`src/rtl/wdog_pkg.sv`:
```
package wdog_pkg;
  localparam logic [7:0] OFF_COUNT   = 8'h00;
  localparam logic [7:0] OFF_RELOAD  = 8'h04;
  localparam logic [7:0] OFF_RESTART = 8'h08;
  localparam logic [7:0] OFF_CTRL    = 8'h0C;
  localparam logic [7:0] OFF_STATUS  = 8'h10;
  localparam logic [7:0] OFF_CLEAR   = 8'h14;
  localparam logic [7:0] OFF_PLEN    = 8'h18;

  localparam logic [31:0] RESTART_KEY = 32'h0000_5AB9;

  localparam int CTRL_W     = 5;
  localparam int CB_EN      = 0;
  localparam int CB_OUT0    = 1;
  localparam int CB_CLKSEL  = 4;
  localparam int N_OUTS     = 3;
endpackage

```
`src/rtl/wdog_regs.sv`:
```
module wdog_regs
  import wdog_pkg::*;
#(
  parameter int DW = 32,
  parameter int AW = 8,
  parameter int LW = 8,
  parameter logic [DW-1:0] RELOAD_RST = 32'h03EF1480,
  parameter logic [LW-1:0] PLEN_RST   = '1
) (
  input  logic              clk,
  input  logic              rst_n,
  input  logic              psel,
  input  logic              penable,
  input  logic              pwrite,
  input  logic [AW-1:0]     paddr,
  input  logic [DW-1:0]     pwdata,
  input  logic [DW-1:0]     cnt,
  input  logic              fire,
  output logic [DW-1:0]     prdata,
  output logic [DW-1:0]     reload_q,
  output logic [CTRL_W-1:0] ctrl_q,
  output logic [LW-1:0]     plen_q,
  output logic              status_q,
  output logic              restart_hit,
  output logic              clr_hit
);
  logic              wr;
  logic [DW-1:0]     reload_d;
  logic [CTRL_W-1:0] ctrl_d;
  logic [LW-1:0]     plen_d;
  logic              status_d;

  assign wr          = psel && penable && pwrite;
  assign restart_hit = wr && (paddr == AW'(OFF_RESTART)) && (pwdata == DW'(RESTART_KEY));
  assign clr_hit     = wr && (paddr == AW'(OFF_CLEAR)) && pwdata[0];

  always_comb begin
    reload_d = reload_q;
    ctrl_d   = ctrl_q;
    plen_d   = plen_q;
    if (wr && paddr == AW'(OFF_RELOAD)) reload_d = pwdata;
    if (wr && paddr == AW'(OFF_CTRL))   ctrl_d   = pwdata[CTRL_W-1:0];
    if (wr && paddr == AW'(OFF_PLEN))   plen_d   = pwdata[LW-1:0];
    if (fire)         status_d = 1'b1;
    else if (clr_hit) status_d = 1'b0;
    else              status_d = status_q;
  end

  always_ff @(posedge clk or negedge rst_n) begin
    if (!rst_n) begin
      reload_q <= RELOAD_RST;
      ctrl_q   <= '0;
      plen_q   <= PLEN_RST;
      status_q <= 1'b0;
    end else begin
      reload_q <= reload_d;
      ctrl_q   <= ctrl_d;
      plen_q   <= plen_d;
      status_q <= status_d;
    end
  end

  always_comb begin
    prdata = '0;
    case (paddr)
      AW'(OFF_COUNT):  prdata = cnt;
      AW'(OFF_RELOAD): prdata = reload_q;
      AW'(OFF_CTRL):   prdata = {{(DW-CTRL_W){1'b0}}, ctrl_q};
      AW'(OFF_STATUS): prdata = {{(DW-1){1'b0}}, status_q};
      AW'(OFF_PLEN):   prdata = {{(DW-LW){1'b0}}, plen_q};
      default:         prdata = '0;
    endcase
  end
endmodule

```
`src/rtl/wdog_counter.sv`:
```
module wdog_counter #(
  parameter int DW = 32
) (
  input  logic          clk,
  input  logic          rst_n,
  input  logic          en,
  input  logic          clk_sel,
  input  logic          ext_clk,
  input  logic          restart,
  input  logic [DW-1:0] reload,
  output logic [DW-1:0] cnt_q,
  output logic          fire_q,
  output logic          tick
);
  logic [2:0]    ext_sync_q;
  logic          ext_rise;
  logic          en_d_q;
  logic          load;
  logic          step;
  logic [DW-1:0] cnt_d;
  logic          fire_d;

  assign ext_rise = ext_sync_q[1] && !ext_sync_q[2];
  assign tick     = clk_sel ? ext_rise : 1'b1;
  assign load     = restart || (en && !en_d_q);
  assign step     = en && tick && (cnt_q != '0);

  always_comb begin
    if (load)      cnt_d = reload;
    else if (step) cnt_d = cnt_q - DW'(1);
    else           cnt_d = cnt_q;
    fire_d = !load && step && (cnt_q == DW'(1));
  end

  always_ff @(posedge clk or negedge rst_n) begin
    if (!rst_n) begin
      ext_sync_q <= '0;
      en_d_q     <= 1'b0;
      cnt_q      <= '0;
      fire_q     <= 1'b0;
    end else begin
      ext_sync_q <= {ext_sync_q[1:0], ext_clk};
      en_d_q     <= en;
      cnt_q      <= cnt_d;
      fire_q     <= fire_d;
    end
  end
endmodule

```
`src/rtl/wdog_stretch.sv`:
```
module wdog_stretch #(
  parameter int LW = 8
) (
  input  logic          clk,
  input  logic          rst_n,
  input  logic          trig,
  input  logic [LW-1:0] len,
  output logic          pulse
);
  logic [LW-1:0] left_q;
  logic [LW-1:0] left_d;

  always_comb begin
    if (trig)                left_d = len;
    else if (left_q != '0)   left_d = left_q - LW'(1);
    else                     left_d = left_q;
  end

  always_ff @(posedge clk or negedge rst_n) begin
    if (!rst_n) left_q <= '0;
    else        left_q <= left_d;
  end

  assign pulse = (left_q != '0);
endmodule

```
`src/rtl/wdog_top.sv`:
```
module wdog_top
  import wdog_pkg::*;
#(
  parameter int DW = 32,
  parameter int AW = 8,
  parameter int LW = 8,
  parameter logic [DW-1:0] RELOAD_RST = 32'h03EF1480
) (
  input  logic          clk,
  input  logic          rst_n,
  input  logic          psel,
  input  logic          penable,
  input  logic          pwrite,
  input  logic [AW-1:0] paddr,
  input  logic [DW-1:0] pwdata,
  output logic [DW-1:0] prdata,
  input  logic          ext_clk,
  output logic          sys_rst_req,
  output logic          irq,
  output logic          ext_sig
);
  logic [1:0]        rst_sync_q;
  logic              rst_sync_n;
  logic [DW-1:0]     cnt_q;
  logic              fire;
  logic              tick;
  logic [DW-1:0]     reload_q;
  logic [CTRL_W-1:0] ctrl_q;
  logic [LW-1:0]     plen_q;
  logic              status_q;
  logic              restart_hit;
  logic              clr_hit;
  logic [N_OUTS-1:0] pulses;

  always_ff @(posedge clk or negedge rst_n) begin
    if (!rst_n) rst_sync_q <= '0;
    else        rst_sync_q <= {rst_sync_q[0], 1'b1};
  end
  assign rst_sync_n = rst_sync_q[1];

  wdog_regs #(.DW(DW), .AW(AW), .LW(LW), .RELOAD_RST(RELOAD_RST)) u_regs (
    .clk(clk), .rst_n(rst_sync_n),
    .psel(psel), .penable(penable), .pwrite(pwrite),
    .paddr(paddr), .pwdata(pwdata),
    .cnt(cnt_q), .fire(fire),
    .prdata(prdata), .reload_q(reload_q), .ctrl_q(ctrl_q),
    .plen_q(plen_q), .status_q(status_q),
    .restart_hit(restart_hit), .clr_hit(clr_hit)
  );

  wdog_counter #(.DW(DW)) u_cnt (
    .clk(clk), .rst_n(rst_sync_n),
    .en(ctrl_q[CB_EN]), .clk_sel(ctrl_q[CB_CLKSEL]),
    .ext_clk(ext_clk), .restart(restart_hit), .reload(reload_q),
    .cnt_q(cnt_q), .fire_q(fire), .tick(tick)
  );

  for (genvar i = 0; i < N_OUTS; i++) begin : g_out
    wdog_stretch #(.LW(LW)) u_str (
      .clk(clk), .rst_n(rst_sync_n),
      .trig(fire && ctrl_q[CB_OUT0+i]),
      .len(plen_q),
      .pulse(pulses[i])
    );
  end

  assign sys_rst_req = pulses[0];
  assign irq         = pulses[1];
  assign ext_sig     = pulses[2];
endmodule

```
`config.mk`:
```
export PLATFORM = sky130hd
export DESIGN_NAME = wdog_top
export DESIGN_NICKNAME = d
export VERILOG_FILES = /design/src/rtl/wdog_pkg.sv /design/src/rtl/wdog_regs.sv /design/src/rtl/wdog_counter.sv /design/src/rtl/wdog_stretch.sv /design/src/rtl/wdog_top.sv
export SDC_FILE = /design/constraint.sdc
export NUM_CORES = 1
export LEC_CHECK = 0
export BUFFER_PORTS_ARGS = -buffer_cell sky130_fd_sc_hd__buf_2
export CORE_MARGIN = 2
export CORE_UTILIZATION = 58
export DETAILED_ROUTE_END_ITERATION = 8
export HOLD_SLACK_MARGIN = 0.1
export PLACE_DENSITY = 0.8
export SETUP_SLACK_MARGIN = 0.3
export SYNTH_ARGS = -nofsm -noshare
export SYNTH_HDL_FRONTEND = slang
export SYNTH_SLANG_ARGS = --single-unit
```
`constraint.sdc`:
```
create_clock -name clk -period 4.2 [get_ports clk]
set_input_delay 1.26 -clock clk [delete_from_list [all_inputs] [get_ports clk]]
set_output_delay 1.26 -clock clk [all_outputs]
set_load 0.01 [all_outputs]
```
==> summary.txt, run 1 <==
Global route
  – Gr usage total: 27.9%
  – Initial antenna violation count: 0
  – Vias in the first global route: approximately 4,900
  – Gr ovfl total: 0
  – Largest net degree at the start of global routing: just over 80
  – First-pass GRT wire length: 24.7 mm

Layout
  – Antenna Cells: 0
  – Fin cells: between 700 and 800
  – Layout Area Growth over Synthesis: 12.8%
  – Design area: ~6700 sq um
  – Nets: 705
  – Share of layout cells above drive strength 1: 31.1%
  – FILL cells: 751

Pwr
  – Sequential share of power: around 52%
  – Clk pwr share: roughly 29%
  – P_int: 1.79 mW
  – Cell Pwr Density: 396 nW/um^2
  – Worst VDD drop: ~0.00030 V
  – Leakage: 3.00 nW
  – Comb power frac: 19.0%
  – Sw Ratio: about 33%
  – Net Sw Power: 0.867 mW

Place
  – Dpl hpwl: 10.4 mm
  – Placed insts: 776
  – GP Congestion: roughly 0.86
  – Area after DPL: 6450 sq um
  – Port-buffer cells: 80

Clock tree
  – Clock Latency Late Sink: 0.39 ns
  – H-tree Lvls: 3
  – CTS Root Cell: clkbuf_8
  – Total CTS buffers: 9
  – # clock sinks: 109
  – Hold Buf Count CTS: 0
  – CTS Buffer Depth: 2
  – CTS clock-pin slew for the worst setup and hold paths: 0.10 ns
  – TritonCTS clock tree: yes

Floorplan
  – Die Y-Extent: about 110 um
  – Die Wd: 105 um
  – I/O Pins: 81
  – Die Area: 11,100 sq um
  – Initial core utilization: 60.4%
  – Core ar.: 9860 sq um
  – Num rows: 36

Hold path
  – Type of the worst min-delay path: reg2reg

Timing
  – Final Critical Period: between 3 and 4 ns
  – Max Fclk: 263 MHz
  – Hold slack: 0.365 ns
  – Slew @ Worst Pin: around 1.0 ns
  – Unrepaired setup endpoints after global routing: false
  – Slew Viols, Final: 0
  – Slew margin rel.: 30.7%
  – Final Hold Vio Count: 0
  – Final Cycle Share: 90.6%
  – Final Skew: 0.0169 ns
  – Post-Route Setup TNS: 0 ns
  – Final setup fails: 0

Logic synthesis
  – Post-synth EDFFs: 0
  – Mux share of post-synthesis cell area: 9.56%
  – Post-Syn Instances: 582
  – Simple-Gate Fraction of Synth Area: a little under a fifth
  – Net Count, Synth: 633
  – Synth Area in Compound Gates: a little under a fifth
  – YS warnings: 0
  – Post-synthesis instance area: roughly 6000 sq um
  – Yosys cell types: 66
  – Largest family of logic cells by synthesized area: simple AND/OR/NAND/NOR gates
  – Average size of a mapped cell: 10.2 sq um
  – Post-synthesis sequential area ratio: between 40% and 50%
  – Synthesized flop and latch total: around 110
  – Most used DFF post-synth: dfrtp_1
  – Post-Synth XOR/XNOR Area: 1.62%
  – Async SR Flop Fraction: 100%
  – Adder and majority cell fraction of the synthesized area: between 1 and 1.5%

Route
  – Vias/cell: between 6 and 7
  – Drt initial violations: approximately 320
  – Post-detailed-route count of antenna-violating nets: 0
  – DRC violations left: 0
  – Routed wire length: 14.8 mm
  – Drt wl/cell: 18.7 um
  – TritonRoute pass-1 iters: 5
  – Vias: 5,056

Critical path
  – Most used cell, CP: buf_2
  – WP data required: around 3 ns
  – Bufs and invs on worst path: 3
  – Kind of cell adding the most delay to the critical path: simple AND/OR/NAND/NOR gates
  – Max Fanout on Critical Path: 16
  – CP peak stage delay: 0.27 ns
  – CP startpoint kind: primary input
  – Setup crit end kind: output port
  – Worst path arrival time: roughly 2.6 ns
  – CP max-delay cell: buf_4
  – CP Cell Sequence: buf_2 -> nor2_1 -> nand3_2 -> nor3_2 -> buf_4 -> a22o_1 -> buf_2
  – WS Path Type: in2out

Outcome
  – Outcome: finished clean

Run
  – Max cap viols: 0
## cell usage in the layout (no fill, tap or decap), types with 5 or more instances in the layout
cell      synthesis  final
a21oi_1          48     48
inv_1            13     13
nor2_1           36     35
or2_2             6      6
xnor2_1           9      9
ha_1              5      5
nand3_1          11     10
a22oi_1          11     11
nand2_1          34     34
a22o_1           24     24
o21ai_0          20     20
buf_2             4     80
dfstp_2          20     20
o31ai_1          11     11
nand4_1           5      5
a31oi_1          31     31
dfrtp_1          89     88
nor2b_1           5      5
mux2_2           47     47
nor4_1            8      8
clkbuf_8          3      9
buf_4             0     10
or4_1            13     13
nor3_1           16     15
or3_1            17     17
nand2b_1          6      6
## metal layers
layer | vias to the layer above | share of wire (%) | GRT usage [%]
met5 | - | 0 | 0
met4 | 0 | 1.6 | 8.67
met3 | 18 | 6.5 | 5.57
met2 | 197 | 50 | 45.9
met1 | 2497 | 42 | 37.1
li1 | 2344 | - | -
## registers in the layout, summed over array words and instances, names as in the netlist
| signal | count |
|---|---|
| u_regs.reload_q | 32 |
| u_cnt.ext_sync_q | 3 |
| u_cnt.fire_q | 1 |
| u_regs.status_q | 1 |
| u_cnt.en_d_q | 1 |
| rst_sync_q | 2 |
| u_cnt.cnt_q | 32 |
| u_regs.ctrl_q | 5 |
| g_out.u_str.left_q | 24 |
| u_regs.plen_q | 8 |
## path summary, 6_finish.rpt
kind,start,end,slack (ns),depth (start not counted)
setup / recovery,paddr[7],prdata[29],0.39,7
setup reg to reg,u_cnt.cnt_q[2],u_cnt.cnt_q[31],1.65,5
hold reg to reg,rst_sync_q[0],rst_sync_q[1],0.37,0
max in group asynchronous,rst_sync_q[1],u_regs.reload_q[19],2.69,1
min in group asynchronous,rst_sync_q[1],u_cnt.cnt_q[7],0.52,0
hold / removal,rst_sync_q[0],rst_sync_q[1],0.37,0
## logic make-up (layout without fill, tap and decap cells)
group	Yosys count	in the layout
mux	51	51
fa+ha+maj	5	5
xor+xnor	11	11
flops	109	109
compound gates	168	168
other cells	1	1
simple gates	193	193
buf+inv	44	121
## power groups by stage
stage               Sequential [mW]  Combinational [mW]  Clock (mW)
floorplan                      1.33               0.408           0
global placement               1.38               0.476           0
detailed placement             1.39               0.497           0
CTS                            1.37               0.501       0.786
global route                   1.40               0.566       0.824
finish                         1.38               0.505       0.776
## layout make-up
class | count | area [sq um] | area share (%)
tap | 133 | 166 | 2.48
sequential | 109 | 2760 | 41.0
timing repair buffer | 92 | 498 | 7.42
clock buffer | 9 | 124 | 1.84
clock inverter | 7 | 124 | 1.84
inverter | 13 | 48.8 | 0.727
multi-input combinational | 429 | 3000 | 44.6
## synthesized netlist by cell type, types with 13 or more instances
library cell / instances / area share, %
or3_1: 17 / 1.8
inv_1: 13 / 0.82
a22o_1: 24 / 3.5
nor2_1: 36 / 2.3
dfrtp_1: 89 / 37
nand2_1: 34 / 2.1
a31oi_1: 31 / 3.3
mux2_2: 47 / 8.9
o21ai_0: 20 / 1.7
clkbuf_1: 18 / 1.1
a21oi_1: 48 / 4.0
nor3_1: 16 / 1.3
dfstp_2: 20 / 8.8
or4_1: 13 / 1.6
## per-stage QoR
step	setup slack [ns]	utilization, %	power (mW)
6_report	0.394	68.1	2.66
5_1_grt	0.293	68.1	2.79
4_1_cts	0.362	67.9	2.66
3_5_place_dp	0.367	65.4	1.89
3_3_place_gp	0.438	65.4	1.86
2_1_floorplan	0.560	-	1.73
## timing repair
item	CTS	global route
setup buffers	0	0
resized for setup	0	3
setup endpoints to repair	0	9
(Power assumes the default switching activity.)
==> inputs of run 2 (changes only) <==
==> constraint.sdc (replaced) <==
create_clock -name clk -period 4 [get_ports clk]
set_input_delay 1.2 -clock clk [delete_from_list [all_inputs] [get_ports clk]]
set_output_delay 1.2 -clock clk [all_outputs]
set_load 0.01 [all_outputs]
==> summary.txt, run 2 (synthesis results as in run 1) <==
Clock tree
  – # clock sinks: 109 (unchanged)
  – Hold Buf Count CTS: 0 (unchanged)
  – CTS Buffer Depth: 2 (unchanged)
  – Total CTS buffers: 9 (unchanged)
  – H-tree Lvls: 3 (unchanged)
  – CTS Root Cell: clkbuf_8 (unchanged)
  – CTS clock-pin slew for the worst setup and hold paths: 0.09 ns (was 0.10 ns)
  – Clock Latency Late Sink: 0.38 ns (was 0.39 ns)
  – TritonCTS clock tree: yes (unchanged)

Timing
  – Slew @ Worst Pin: 1.07 ns (was 1.04 ns)
  – Final Critical Period: 3.57 ns
  – Final setup fails: 0 (unchanged)
  – Max Fclk: 280 MHz
  – Final Hold Vio Count: 0 (unchanged)
  – Final Skew: 0.0114 ns (was 0.0169 ns)
  – Slew Viols, Final: 0 (unchanged)
  – Final Cycle Share: 89.3%
  – Post-Route Setup TNS: 0 ns (unchanged)
  – Unrepaired setup endpoints after global routing: false (unchanged)
  – Slew margin rel.: 28.8% (was 30.7%)
  – Hold slack: 0.364 ns (was 0.365 ns)

Route
  – Post-detailed-route count of antenna-violating nets: 0 (unchanged)
  – Routed wire length: 14.9 mm (was 14.8 mm)
  – Drt wl/cell: 18.8 um (was 18.7 um)
  – Drt initial violations: 379 (was 319)
  – DRC violations left: 0 (unchanged)
  – TritonRoute pass-1 iters: 5 (unchanged)
  – Vias/cell: 6.46 (was 6.38)
  – Vias: 5,108 (was 5,056)

Layout
  – Most frequent cells in the layout: 88 x dfrtp_1, 80 x buf_2, 48 x a21oi_1, 47 x mux2_2, 34 x nand2_1 (was 88 x dfrtp_1, 80 x buf_2, 48 x a21oi_1, 47 x mux2_2, 35 x nor2_1)
  – FILL cells: 787 (was 751)
  – Commonest non-fill, non-tap cell in the layout: dfrtp_1 (unchanged)
  – Largest regs: u_cnt.cnt_q: 32 flops, u_regs.reload_q: 32 flops, g_out.u_str.left_q: 24 flops (unchanged)
  – Layout Area Growth over Synthesis: 12.5% (was 12.8%)
  – Design area: 6700 sq um (was 6720 sq um)
  – Antenna Cells: 0 (unchanged)
  – Post-layout util: 67.9% (was 68.1%)
  – Nets: 704 (was 705)
  – Share of layout cells above drive strength 1: 31.3% (was 31.1%)

Pwr
  – Leakage: 2.98 nW (was 3.00 nW)
  – P_int: 1.77 mW (was 1.79 mW)
  – Sw Ratio: 33.5% (was 32.6%)
  – Net Sw Power: 0.890 mW (was 0.867 mW)
  – Comb power frac: 20.2% (was 19.0%)
  – Design Power: 2.66 mW (about the same)
  – Sequential share of power: 54.5% (was 51.8%)
  – Worst VDD drop: 0.000315 V (was 0.000297 V)
  – Clk pwr share: 25.3% (was 29.2%)
  – Cell Pwr Density: 397 nW/um^2 (was 396 nW/um^2)

Hold path
  – Hold path cells: 0 (unchanged)
  – Type of the worst min-delay path: reg2reg (unchanged)
  – Worst hold start: u_cnt.ext_sync_q[0] (was rst_sync_q[0])

Critical path
  – Setup crit end kind: output port (unchanged)
  – CP Cell Sequence: buf_2 -> nor2_2 -> nand3_2 -> nor2_2 -> buf_12 -> a22oi_1 -> nand2_1 -> buf_2 (was buf_2 -> nor2_1 -> nand3_2 -> nor3_2 -> buf_4 -> a22o_1 -> buf_2)
  – CP endpoint: prdata[4] (was prdata[29])
  – Internal reg-to-reg setup slack: 1.41 ns (was 1.65 ns)
  – WP data required: 2.80 ns (was 2.94 ns)
  – WS Path Type: in2out (unchanged)
  – Max Fanout on Critical Path: 32 (was 16)
  – CP startpoint kind: primary input (unchanged)
  – CP max-delay cell: buf_12 (was buf_4)
  – RR Endpoint: u_cnt.cnt_q[0] (was u_cnt.cnt_q[31])
  – Worst reg2reg path startpoint: u_cnt.cnt_q[17] (was u_cnt.cnt_q[2])
  – Worst r2r path cells: 5 (unchanged)
  – CP peak stage delay: 0.21 ns (was 0.27 ns)
  – Worst path arrival time: 2.37 ns (was 2.55 ns)
  – Critical Path Start: paddr[7] (unchanged)

Floorplan
  – Initial core utilization: 60.4% (unchanged)
  – Num rows: 36 (unchanged)
  – Die Area: 11,100 sq um (unchanged)
  – I/O Pins: 81 (unchanged)
  – Core ar.: 9860 sq um (unchanged)
  – Die Wd: 105 um (unchanged)
  – Die Y-Extent: 105 um (unchanged)

Global route
  – Met3 usage in global routing: 6.49% (was 5.57%)
  – First-pass GRT wire length: 24.8 mm (was 24.7 mm)
  – GRT met2 Usage: 47.5% (was 45.9%)
  – Initial antenna violation count: 0 (unchanged)
  – Gr ovfl total: 0 (unchanged)
  – Busiest grt layer: met2 (unchanged)
  – Gr usage total: 27.9% (about the same)
  – Met1 Track Usage GR: 36.5% (was 37.1%)
  – Vias in the first global route: 4,961 (was 4,888)
  – Largest net degree at the start of global routing: 83 (was 82)

Place
  – Dpl hpwl: 10.2 mm (was 10.4 mm)
  – GP Congestion: 0.847 (was 0.861)
  – Area after DPL: 6470 sq um (was 6450 sq um)
  – Port-buffer cells: 80 (unchanged)

Outcome
  – Outcome: finished clean (unchanged)

Run
  – Max cap viols: 0 (unchanged)
[run 2: cell count changes in the layout (fill, tap and decap cells not counted), sizes merged]
cell / previous run / this run
clkinv: 3 / 2
bufinv: 3 / 1
clkbuf: 9 / 12
buf: 92 / 91
[run 2: timing repair]
item | CTS | global route
gates resized for setup | 0 | 8
endpoints found under the hold margin | 0 | 0
setup endpoints to repair | 0 | 33
buffers inserted | 0 | 0
[run 2: how the worst min path moves through the flow]
stage,end
global placement,u_cnt.ext_sync_q[1]
floorplan,rst_sync_q[1]
CTS,u_cnt.ext_sync_q[1]
global route,u_cnt.ext_sync_q[1]
detailed placement,rst_sync_q[1]
finish,u_cnt.ext_sync_q[1]
[run 2: area by class of cell]
cell class                 instances  area (sq um)  area share (%)
inverter                          13          48.8           0.729
tap                              133           166            2.49
clock buffer                      12           145            2.17
multi-input combinational        429          3020            45.0
timing repair buffer              91           515            7.70
clock inverter                     4          47.5           0.710
sequential                       109          2760            41.2
[run 2: worst max-delay path: cells and delay by family]
kind | cells | cell delay, ns
buf+inv | 3 | 0.43
compound gates | 1 | 0.13
simple gates | 4 | 0.60
[run 2: power groups by stage]
stage               Sequential, mW  Combinational, mW  Clock, mW
floorplan                     1.39              0.428          0
global placement              1.45              0.498          0
detailed placement            1.46              0.522          0
CTS                           1.44              0.529      0.679
global route                  1.47              0.599      0.721
finish                        1.45              0.536      0.673
[run 2: per-stage QoR]
| step | instances | worst slack, ns |
|---|---|---|
| after CTS | 791 | 0.340 |
| after floorplan | 582 | 0.480 |
| final | 791 | 0.429 |
| after global routing | 791 | 0.345 |
| after detailed placement | 775 | 0.345 |
| after global placement | 775 | 0.382 |
[run 2: layer usage]
metal  vias up  wire [um]
met5         -          0
met4         0        216
met3        17       1100
met2       213       7470
met1      2534       6070
li1       2344          -
